### config.mk
export PLATFORM = sky130hd
export DESIGN_NAME = tx_elastic_store
export DESIGN_NICKNAME = d
export VERILOG_FILES = /design/src/rtl/tes_pkg.sv /design/src/rtl/tes_wr_map.sv /design/src/rtl/tes_slip_ctl.sv /design/src/rtl/tes_frame_buf.sv /design/src/rtl/tx_elastic_store.sv
export SDC_FILE = /design/constraint.sdc
export NUM_CORES = 1
export LEC_CHECK = 0
export ABC_AREA = 1
export BUFFER_PORTS_ARGS = -buffer_cell sky130_fd_sc_hd__buf_2
export CAP_MARGIN = 40
export CORE_MARGIN = 3
export CORE_UTILIZATION = 40
export DETAILED_ROUTE_END_ITERATION = 8
export GPL_ROUTABILITY_DRIVEN = 0
export PLACE_DENSITY_LB_ADDON = 0.2
export SYNTH_ARGS = -nofsm -noshare
export SYNTH_HDL_FRONTEND = slang
export SYNTH_SLANG_ARGS = --single-unit
### constraint.sdc
create_clock -name clk_i -period 6.65 [get_ports clk_i]
set_input_delay 0.3325 -clock clk_i [delete_from_list [all_inputs] [get_ports clk_i]]
set_output_delay 0.3325 -clock clk_i [all_outputs]
set_load 0.01 [all_outputs]
### src/rtl/tes_pkg.sv
package tes_pkg;
  localparam int T1_BITS   = 193;
  localparam int BP_BITS   = 256;
  localparam int SLOT_BITS = 8;
  localparam int PW        = $clog2(BP_BITS);
  localparam int SW        = $clog2(SLOT_BITS);

  typedef enum logic [1:0] {
    SLIP_NONE   = 2'b00,
    SLIP_REPEAT = 2'b01,
    SLIP_DELETE = 2'b10
  } slip_dir_e;
endpackage

### src/rtl/tes_wr_map.sv
module tes_wr_map
  import tes_pkg::*;
#(
  parameter int FRAME_BITS = T1_BITS,
  parameter int BW         = $clog2(FRAME_BITS)
) (
  input  logic          clk_i,
  input  logic          rst_ni,
  input  logic          sys_en_i,
  input  logic          fsync_i,
  input  logic          rate_2m_i,
  output logic          wr_en_o,
  output logic [BW-1:0] wr_bit_o,
  output logic          wr_done_o,
  output logic          chblk_o
);
  logic [PW-1:0]    pos_q, cur, last;
  logic [PW-SW-1:0] ts;
  logic [SW-1:0]    bb;
  logic [4:0]       ch;
  logic             chblk_q;

  always_comb begin
    last     = rate_2m_i ? PW'(BP_BITS - 1) : PW'(FRAME_BITS - 1);
    cur      = (fsync_i || pos_q >= last) ? '0 : pos_q + 1'b1;
    ts       = cur[PW-1:SW];
    bb       = cur[SW-1:0];
    ch       = 5'(ts[4:2]) * 5'd3 + 5'(ts[1:0]) - 5'd1;
    wr_en_o  = sys_en_i;
    wr_bit_o = BW'(cur);
    if (rate_2m_i) begin
      if (ts[1:0] == 2'b00) begin
        // only the first bit of slot 0 survives (F-bit)
        wr_en_o  = sys_en_i && (cur == '0);
        wr_bit_o = '0;
      end else begin
        wr_bit_o = BW'({ch, bb}) + 1'b1;
      end
    end
    wr_done_o = wr_en_o && (wr_bit_o == BW'(FRAME_BITS - 1));
  end

  always_ff @(posedge clk_i or negedge rst_ni) begin
    if (!rst_ni) begin
      pos_q   <= '1;
      chblk_q <= 1'b0;
    end else if (sys_en_i) begin
      pos_q   <= cur;
      chblk_q <= rate_2m_i && (ts[1:0] == 2'b00);
    end
  end

  assign chblk_o = chblk_q;


  wr_range_chk: assert property (@(posedge clk_i) disable iff (!rst_ni)
    wr_en_o |-> (wr_bit_o < BW'(FRAME_BITS)));
endmodule

### src/rtl/tes_slip_ctl.sv
module tes_slip_ctl
  import tes_pkg::*;
(
  input  logic       clk_i,
  input  logic       rst_ni,
  input  logic       min_i,
  input  logic       rd_start_i,
  input  logic       wr_done_i,
  input  logic       es_rise_i,
  input  logic       stat_clr_i,
  output logic       ws_o,
  output logic       rs_sel_o,
  output logic       slip_o,
  output logic [1:0] slip_dir_o
);
  logic [1:0] pend_q;
  logic [2:0] pend_eff;
  logic       ws_q, rs_q, pick, slip_ev, slip_q;
  slip_dir_e  dir_ev, dir_q;

  always_comb begin
    pick     = rd_start_i && !min_i;
    pend_eff = {1'b0, pend_q} + 3'(wr_done_i);
    rs_sel_o = rs_q;
    slip_ev  = 1'b0;
    dir_ev   = SLIP_NONE;
    if (pick) begin
      if (pend_eff == 3'd0) begin
        slip_ev = 1'b1;
        dir_ev  = SLIP_REPEAT;
      end else begin
        // newest complete slot: the one finishing now, else the idle one
        rs_sel_o = wr_done_i ? ws_q : ~ws_q;
        if (pend_eff >= 3'd2) begin
          slip_ev = 1'b1;
          dir_ev  = SLIP_DELETE;
        end
      end
    end
  end

  always_ff @(posedge clk_i or negedge rst_ni) begin
    if (!rst_ni) begin
      pend_q <= 2'd1;
      ws_q   <= 1'b0;
      rs_q   <= 1'b1;
      slip_q <= 1'b0;
      dir_q  <= SLIP_NONE;
    end else begin
      rs_q <= rs_sel_o;
      if (wr_done_i) ws_q <= ~ws_q;
      if (es_rise_i)                        pend_q <= 2'd1;
      else if (pick)                        pend_q <= 2'd0;
      else if (wr_done_i && pend_q != 2'd3) pend_q <= pend_q + 2'd1;
      if (slip_ev) begin
        slip_q <= 1'b1;
        dir_q  <= dir_ev;
      end else if (stat_clr_i) begin
        slip_q <= 1'b0;
        dir_q  <= SLIP_NONE;
      end
    end
  end

  assign ws_o       = ws_q;
  assign slip_o     = slip_q;
  assign slip_dir_o = dir_q;


  dir_code_chk: assert property (@(posedge clk_i) disable iff (!rst_ni)
    $onehot0(slip_dir_o));

  slip_at_frame_chk: assert property (@(posedge clk_i) disable iff (!rst_ni)
    $rose(slip_o) |-> $past(rd_start_i));

  no_slip_min_chk: assert property (@(posedge clk_i) disable iff (!rst_ni)
    $rose(slip_o) |-> !$past(min_i));
endmodule

### src/rtl/tes_frame_buf.sv
module tes_frame_buf
  import tes_pkg::*;
#(
  parameter int FRAME_BITS = T1_BITS,
  parameter int MIN_DEPTH  = 32,
  parameter int BW         = $clog2(FRAME_BITS)
) (
  input  logic          clk_i,
  input  logic          rst_ni,
  input  logic          en_i,
  input  logic          min_i,
  input  logic          wr_en_i,
  input  logic [BW-1:0] wr_bit_i,
  input  logic          wr_data_i,
  input  logic          ws_i,
  input  logic          line_en_i,
  input  logic          rs_sel_i,
  input  logic          es_rise_i,
  input  logic          ser_i,
  output logic          rd_start_o,
  output logic          tx_o
);
  localparam int DEPTH = 2 * FRAME_BITS;
  localparam int AW    = $clog2(DEPTH);
  localparam int MW    = $clog2(MIN_DEPTH);
  localparam int HALF  = MIN_DEPTH / 2;

  logic [DEPTH-1:0] mem_q;
  logic [AW-1:0]    waddr, raddr;
  logic [BW-1:0]    rbit_q;
  logic [MW-1:0]    wp_q, rp_q;
  logic             tx_q, wr_go;

  always_comb begin
    wr_go      = en_i && wr_en_i;
    waddr      = min_i ? AW'(wp_q)
                       : (ws_i ? AW'(FRAME_BITS) : '0) + AW'(wr_bit_i);
    raddr      = min_i ? AW'(rp_q)
                       : (rs_sel_i ? AW'(FRAME_BITS) : '0) + AW'(rbit_q);
    rd_start_o = line_en_i && en_i && (rbit_q == '0);
  end

  always_ff @(posedge clk_i or negedge rst_ni) begin
    if (!rst_ni) begin
      mem_q  <= '0;
      rbit_q <= '0;
      wp_q   <= MW'(HALF);
      rp_q   <= '0;
      tx_q   <= 1'b0;
    end else begin
      if (wr_go) mem_q[waddr] <= wr_data_i;
      if (wr_go && min_i) wp_q <= wp_q + 1'b1;
      if (es_rise_i)                 rp_q <= wp_q - MW'(HALF);
      else if (line_en_i && min_i)   rp_q <= rp_q + 1'b1;
      if (line_en_i) begin
        rbit_q <= (rbit_q == BW'(FRAME_BITS - 1)) ? '0 : rbit_q + 1'b1;
        tx_q   <= en_i ? mem_q[raddr] : ser_i;
      end
    end
  end

  assign tx_o = tx_q;


  rbit_range_chk: assert property (@(posedge clk_i) disable iff (!rst_ni)
    rbit_q < BW'(FRAME_BITS));
endmodule

### src/rtl/tx_elastic_store.sv
module tx_elastic_store
  import tes_pkg::*;
#(
  parameter int FRAME_BITS = T1_BITS,
  parameter int MIN_DEPTH  = 32
) (
  input  logic       clk_i,
  input  logic       rst_ni,
  input  logic       store_en_i,
  input  logic       rate_2m_i,
  input  logic       min_dly_i,
  input  logic       es_rst_i,
  input  logic       stat_clr_i,
  input  logic       sys_en_i,
  input  logic       ser_i,
  input  logic       fsync_i,
  output logic       chblk_o,
  input  logic       line_en_i,
  output logic       tx_o,
  output logic       slip_o,
  output logic [1:0] slip_dir_o
);
  localparam int BW = $clog2(FRAME_BITS);

  logic          es_q, es_rise;
  logic          wr_en, wr_done, ws, rs_sel, rd_start;
  logic [BW-1:0] wr_bit;

  always_ff @(posedge clk_i or negedge rst_ni) begin
    if (!rst_ni) es_q <= 1'b0;
    else         es_q <= es_rst_i;
  end
  assign es_rise = es_rst_i && !es_q;

  tes_wr_map #(.FRAME_BITS(FRAME_BITS), .BW(BW)) u_wr_map (
    .clk_i, .rst_ni,
    .sys_en_i, .fsync_i, .rate_2m_i,
    .wr_en_o  (wr_en),
    .wr_bit_o (wr_bit),
    .wr_done_o(wr_done),
    .chblk_o
  );

  tes_slip_ctl u_slip_ctl (
    .clk_i, .rst_ni,
    .min_i     (min_dly_i),
    .rd_start_i(rd_start),
    .wr_done_i (wr_done && store_en_i),
    .es_rise_i (es_rise),
    .stat_clr_i,
    .ws_o      (ws),
    .rs_sel_o  (rs_sel),
    .slip_o,
    .slip_dir_o
  );

  tes_frame_buf #(.FRAME_BITS(FRAME_BITS), .MIN_DEPTH(MIN_DEPTH), .BW(BW)) u_frame_buf (
    .clk_i, .rst_ni,
    .en_i      (store_en_i),
    .min_i     (min_dly_i),
    .wr_en_i   (wr_en),
    .wr_bit_i  (wr_bit),
    .wr_data_i (ser_i),
    .ws_i      (ws),
    .line_en_i,
    .rs_sel_i  (rs_sel),
    .es_rise_i (es_rise),
    .ser_i,
    .rd_start_o(rd_start),
    .tx_o
  );
endmodule

# After elaboration in Yosys (flattened, before gate mapping)
# Cells that the tools add are included.
# word_totals
reg_bits	422
output_inout_bits	5
in_bits	11
# op_classes
multipliers	1
bitwise	1
n_eq_ne	3
n_lt_le_gt_ge	5
n_addsub	12
mux	35
reduce_logical	23
# ops
operator	count
bitwise mux 386 bit	1
two-way mux 8 bit	6
adder 8 x 1 -> 8 bit, second input constant	3
< comparator 9 x 10 -> 1 bit, second input constant	2
adder 9 x 8 -> 9 bit	2
two-way mux 9 bit	2
== test 8 bit, second input constant	2
zero test 8 bit	2
two-way mux 2 bit	8
logical AND 1 bit	13
two-way mux 1 bit	13
adder 5 x 1 -> 5 bit, second input constant	2
two-way mux 5 bit	2
binary-select mux 1 bit (select 9 bit)	1
demux 1 bit (select 9 bit)	1
greater-or-equal comparator 9 x 1 -> 1 bit, second input constant	1
greater-or-equal comparator 8 bit	1
two-way mux 6 bit	1
adder 5 x 2 -> 5 bit	1
multiplier 3 x 2 -> 5 bit, second input constant	1
subtractor 5 x 1 -> 5 bit, second input constant	1
subtractor 5 bit, second input constant	1
nonzero test 2 bit	2
adder 2 x 1 -> 3 bit	1
other kinds (9)	10

# Depth between registers and ports, before layout
# depth
word_depth	23
mapped_depth	50
depth_no_buf	49

# Hierarchy
# From an unflattened synthesis, not the netlist that was laid out.
# hier_totals
cells_unflattened	3565
hier_area_um2	25142.9
# modules_own_cells
mod	area_each_um2	instances	cells_each
tes_frame_buf	23425.0	1	3324
tes_wr_map	1267.5	1	188
tes_slip_ctl	407.9	1	48
tx_elastic_store	42.5	1	5

# Least setup slack after synthesis
# OpenSTA, ideal clock, no wires.
# synth_path
path_kind	input to register
start	in rate_2m_i
end	reg u_frame_buf.tx_q, in the netlist u_frame_buf.tx_o
n_path_buf	3
path_stages	48
setup_slack_ns	-0.704
setup_ns	0.077
t_required_ns	6.573
arrival_ns	7.277
path_cell_list	buf_1 inv_1 ha_1 nand2_1 inv_1 nand2_1 nor2_4 nor2_8 nand2_2 nor2_1 inv_1 ha_1 xnor2_1 xor2_1 ha_1 fa_1 inv_1 nor2_1 [12 not listed] ha_1 inv_1 o21a_1 clkinv_1 clkbuf_1 clkbuf_1 o21ai_0 o22ai_1 nand2_1 nand3_1 nand2_1 o21ai_0 nand2_1 nand3_1 nand3_1 nand3_1 nand3_1 a21oi_1
# synth_via
elab_chain_cells	23
word_cells_on_any_way	29
cone_classes	add/sub (5); mul (1); order compare (1); eq/ne (1); mux (14); reduce/logical (7)
# synth_rtl
item	line	text
start, declared	tx_elastic_store.sv:10	input logic rate_2m_i,
two-way mux 6 bit (*)	tes_wr_map.sv:24	last = rate_2m_i ? PW'(BP_BITS - 1) : PW'(FRAME_BITS - 1);
greater-or-equal comparator 8 bit (*)	tes_wr_map.sv:25	cur = (fsync_i || pos_q >= last) ? '0 : pos_q + 1'b1;
logical OR 1 bit (*)	tes_wr_map.sv:25	
two-way mux 8 bit (*)	tes_wr_map.sv:25	
net u_wr_map.cur[6]	tes_wr_map.sv:17	logic [PW-1:0] pos_q, cur, last;
multiplier 3 x 2 -> 5 bit	tes_wr_map.sv:28	ch = 5'(ts[4:2]) * 5'd3 + 5'(ts[1:0]) - 5'd1;
adder 5 x 2 -> 5 bit	tes_wr_map.sv:28	
subtractor 5 x 1 -> 5 bit	tes_wr_map.sv:28	
[6 not listed]	--	
net u_slip_ctl.wr_done_i	tes_slip_ctl.sv:8	input logic wr_done_i,
[3 not listed]	--	
two-way mux 1 bit (*)	tes_slip_ctl.sv:27	if (pick) begin
net rs_sel	tx_elastic_store.sv:26	logic wr_en, wr_done, ws, rs_sel, rd_start;
two-way mux 8 bit (*)	tes_frame_buf.sv:39	: (rs_sel_i ? AW'(FRAME_BITS) : '0) + AW'(rbit_q);
adder 9 x 8 -> 9 bit (*)	tes_frame_buf.sv:39	
two-way mux 9 bit (*)	tes_frame_buf.sv:38	raddr = min_i ? AW'(rp_q)
binary-select mux 1 bit (select 9 bit) (*)	tes_frame_buf.sv:57	tx_q <= en_i ? mem_q[raddr] : ser_i;
two-way mux 1 bit (not written as such) (*)	tes_frame_buf.sv:57	
two-way mux 1 bit (*)	tes_frame_buf.sv:57	
end signal, assigned	tes_frame_buf.sv:57	
end, declared	tes_frame_buf.sv:32	logic tx_q, wr_go;
# The timed path passes the listed nets; every way through them passes the cells marked *. The select of a mux whose other input is x is not followed.
# A chain may end at the register's enable or synchronous reset.

# Final worst setup path
# layout_path
start	reg u_wr_map.pos_q[0]
end	reg u_frame_buf.tx_q, in the netlist u_frame_buf.tx_o
# layout_via
elab_chain_cells	22
word_cells_on_any_way	29
cone_classes	add/sub (6); mul (1); order compare (1); eq/ne (1); mux (13); reduce/logical (7)
# layout_rtl
item	line	text
start, declared	tes_wr_map.sv:17	
start signal, assigned	tes_wr_map.sv:48	pos_q <= cur;
greater-or-equal comparator 8 bit	tes_wr_map.sv:25	
logical OR 1 bit	tes_wr_map.sv:25	
two-way mux 8 bit (*)	tes_wr_map.sv:25	
net u_wr_map.cur[6]	tes_wr_map.sv:17	
multiplier 3 x 2 -> 5 bit	tes_wr_map.sv:28	
adder 5 x 2 -> 5 bit	tes_wr_map.sv:28	
subtractor 5 x 1 -> 5 bit	tes_wr_map.sv:28	
adder 8 x 1 -> 8 bit	tes_wr_map.sv:37	wr_bit_o = BW'({ch, bb}) + 1'b1;
[5 not listed]	--	
net u_slip_ctl.wr_done_i	tes_slip_ctl.sv:8	
[3 not listed]	--	
two-way mux 1 bit (*)	tes_slip_ctl.sv:27	
net rs_sel	tx_elastic_store.sv:26	
two-way mux 8 bit (*)	tes_frame_buf.sv:39	
adder 9 x 8 -> 9 bit (*)	tes_frame_buf.sv:39	
two-way mux 9 bit (*)	tes_frame_buf.sv:38	
binary-select mux 1 bit (select 9 bit) (*)	tes_frame_buf.sv:57	
two-way mux 1 bit (not written as such) (*)	tes_frame_buf.sv:57	
two-way mux 1 bit (*)	tes_frame_buf.sv:57	
# Marked as above.

==> results by group <==
Status
  • Status: finished with violations
  • Failing checks: setup timing

Worst setup path
  • FF-to-FF setup slack: -0.009 ns
  • Worst Path Buf+Inv: 10
  • Crit-path max FO: 12
  • Crit end category: flop
  • Slowest cell delay on critical path: 0.62 ns
  • Setup Crit Path Kind: reg -> reg
  • WP data required: approximately 7.2 ns
  • CP max-delay cell: fa_2
  • Crit path max-delay family: adder cells
  • Worst Path Arrival: about 7.2 ns
  • Critical Path Start Type: flop

Synthesis
  • Sequential area share after synthesis: between 40% and 50%
  • Mapped Area: 25400 um^2
  • Syn_nets: between 3000 and 4000
  • Top post-synthesis cells by area: dfrtp_1 (40%), nor2_1 (13%), nand2_1 (6.5%)
  • Ys async rst share: 100%
  • Mapped Avg Cell Area: ~7 um^2
  • Post-synth EDFFs: 0
  • Share of the synthesized area in the top cell type: between 40 and 50%
  • Seq cells post-synth: ~420
  • Yosys cell types: 46
  • Mapped Cells: roughly 3600
  • Most used DFF post-synth: dfrtp_1
  • Syn. warnings: 0
  • Post-synth top area cell: dfrtp_1

Layout
  • Number of diodes: 0
  • Finished Core Util: a little under half
  • Fin area: 29600 um^2
  • Nets: 3659
  • Share of layout cells above drive strength 1: around 12%
  • Synth-to-layout area growth: 16.2%

Global routing
  • Global-route wire length before repair: approximately 130000 um
  • Vias in the first global route: roughly 22000
  • Largest net degree at the start of global routing: 132
  • GRT Overall Usage: 24.4%
  • Total gr overflow: 0
  • Initial antenna violation count: 1

Timing
  • Crit path time final: roughly 6.7 ns
  • Setup ws final: -0.00867 ns
  • Fin. max-slew vios: 0
  • # setup viols final: 1
  • Final period utilization: 100%
  • Final Hold Fails: 0
  • Fmax: roughly 150 MHz
  • RSZ-0062 raised after global routing: true
  • Worst slew margin: a little under two fifths
  • Clk_skew: approximately 0.028 ns
  • Worst slew pin tran: ~0.9 ns
  • Fin Setup TNS: -0.00867 ns

Pwr
  • Clock share of power: a little under a third
  • Logic gate share of total power: roughly 37%
  • P_leak: between 10 and 15 nW
  • Net Sw Frac: a little under two fifths
  • Total Power: 8.79 mW
  • Worst IR Drop VDD: between 0.2 and 0.25 mV
  • PwrDens: ~300 nW/um^2
  • Psw: approximately 3.3 mW
  • Internal: between 5 and 6 mW
  • Reg power frac: around a third

Route
  • DR vias/cell: 5.43
  • Drt drc: 0
  • DRT iter0 DRCs: about 2800
  • Pre-Repair DR Iteration Count: 6
  • WL/cell: ~19 um
  • Vias: between 20000 and 25000
  • Final ANT Viol Nets: 0
  • DRT Wirelength: 83400 um

Floorplan
  • Core ar.: just over 60000 um^2
  • Die width: around 260 um
  • Die height: around 260 um
  • Ports: 16
  • Initial Util: approximately two fifths
  • Std cell rows: 91
  • Die ar.: about 67000 um^2

Worst hold path
  • Hold WC Path Type: in -> reg

Placed design
  • Placed inst area: 27100 um^2
  • I/O Buffers: 15
  • Detailed Place HPWL: between 40000 and 50000 um
  • Setup WS pre-CTS: -0.581 ns

CTS
  • Worst-Skew Late Latency: between 0.6 and 0.7 ns
  • TritonCTS Sinks: ~420
  • CTS max path bufs: 3
  • Max H-tree Level: 2
  • Number of CTS-inserted buffers: 51
  • Clock-pin slew on the worst setup and hold paths: about 0.060 ns
  • CTS tree: built
  • Root buf cell: clkbuf_16

Flow run
  • Max_cap viols: 0
==> final cells by class <==
class	instances	area, um^2
well taps	837	1050
repair buffers	235	2350
flip-flops and latches	422	10600
fillers	6240	32700
clock buffers	74	1440
clock inverters	14	141
inverters	386	1480
multi-input cells	2516	12500
==> state kept, by name, indices dropped and copies added, names as in the netlist, 2 cells and up <==
signal                 cells
u_frame_buf.mem_q        386
u_frame_buf.rbit_q         8
u_wr_map.pos_q             8
u_frame_buf.rp_q           5
u_frame_buf.wp_q           5
u_slip_ctl.pend_q          2
u_slip_ctl.slip_dir_o      2
==> repair_timing <==
| item | CTS | global route |
|---|---|---|
| gates cloned | 4 | 5 |
| hold endpoints to repair | 82 | 0 |
| gates resized for setup | 56 | 88 |
| pin swaps | 43 | 55 |
| hold buffers | 4 | 0 |
| setup buffers | 12 | 11 |
| endpoints found under the setup margin | 1 | 1 |
==> per-stage QoR <==
| step | hold slack [ns] | std cells |
|---|---|---|
| CTS | 0.0558 | 4469 |
| finish | 0.0961 | 4484 |
| detailed placement | 0.394 | 4362 |
| floorplan | 0.0369 | 3627 |
| global route | 0.0982 | 4484 |
| global placement | 0.403 | 4359 |
==> power by group through the flow <==
stage | Sequential [mW] | Clock (mW) | Combinational (mW)
after global placement | 2.86 | 0 | 2.75
after floorplan | 2.82 | 0 | 1.63
after detailed placement | 2.86 | 0 | 2.76
final | 2.82 | 2.74 | 3.23
after CTS | 2.82 | 2.79 | 2.96
after global routing | 2.84 | 2.89 | 3.49
==> synthesized netlist by cell type (3+ instances only) <==
library cell / n
nor2_1: 868
nand2_1: 439
dfrtp_1: 411
inv_1: 358
o21ai_0: 269
nand4_1: 263
nor3_1: 228
clkbuf_1: 199
nand3_1: 118
buf_2: 74
a21oi_1: 57
o211ai_1: 46
o22ai_1: 43
ha_1: 34
o21bai_1: 25
inv_2: 23
nor2_2: 23
o21ai_1: 21
buf_1: 20
o21a_1: 14
o221ai_1: 12
dfstp_2: 11
buf_4: 10
xor2_1: 10
xnor2_1: 7
clkinv_1: 5
nand2_2: 5
nor2_4: 5
nand3_2: 4
and2_1: 3
nand3b_1: 3
nor4_1: 3
==> final timing paths <==
| check | startpoint | end | depth (start not counted) |
|---|---|---|---|
| max in group asynchronous | rst_ni | u_frame_buf.mem_q[83]$_DFFE_PN0P_ | 4 |
| min in group asynchronous | rst_ni | u_frame_buf.mem_q[381]$_DFFE_PN0P_ | 2 |
| min reg2reg | u_frame_buf.mem_q[182]$_DFFE_PN0P_ | u_frame_buf.mem_q[182]$_DFFE_PN0P_ | 2 |
| min | store_en_i | u_frame_buf.tx_o$_DFFE_PN0P_ | 3 |
| max reg2reg | u_wr_map.pos_q[0]$_DFFE_PN1P_ | u_frame_buf.tx_o$_DFFE_PN0P_ | 44 |
| max | u_wr_map.pos_q[0]$_DFFE_PN1P_ | u_frame_buf.tx_o$_DFFE_PN0P_ | 44 |
==> layer usage <==
layer | track usage [%] | up-vias | part of all wire, %
met5 | 0.731 | - | 0.016
met2 | 38.0 | 762 | 45
li1 | - | 11800 | -
met4 | 6.47 | 2 | 2.5
met3 | 4.22 | 125 | 6.7
met1 | 34.9 | 11600 | 46
==> cells by family (layout without fill, tap and decap cells) <==
family / Yosys count / in the layout / share of synthesized area [%]
AND/OR/NAND/NOR: 1969 / 1969 / 34.3
buffers and inverters: 689 / 709 / 10.7
AO/OA/AOI/OAI: 493 / 493 / 11.0
flip-flops: 422 / 422 / 41.6
adder cells (fa/ha/maj): 36 / 36 / 1.83
XOR/XNOR: 17 / 17 / 0.585
multiplexers: 1 / 1 / 0.0443
==> worst register-to-register path, delay by kind of cell, from the launching register on <==
kind                       cells  cell delay (ns)
AOI/OAI and AO/OA              9             1.20
DFF                            1             0.53
adders and majority gates      8             2.24
buffers and inverters         10             0.91
and+or+nand+nor               17             1.70
==> layout by cell type, fill, tap and decap left out, types with 6 or more instances in the layout <==
master     instances
nor2_1           863
nand2_1          432
dfrtp_1          411
inv_1            351
nand4_1          263
o21ai_0          230
nor3_1           227
buf_4            164
nand3_1          100
o21ai_1           57
clkbuf_16         56
a21oi_1           51
o211ai_1          46
o22ai_1           43
inv_2             28
o21bai_1          25
buf_12            24
nor2_2            23
ha_1              23
nand3_2           20
clkbuf_1          15
o21a_1            13
buf_2             13
buf_6             13
o221ai_1          12
dfstp_2           11
xor2_1            10
nor2_4            10
nand2_2            9
ha_4               9
clkinv_2           9
clkbuf_8           9
a21oi_2            6
No activity file was read; power rests on OpenSTA's default activity.
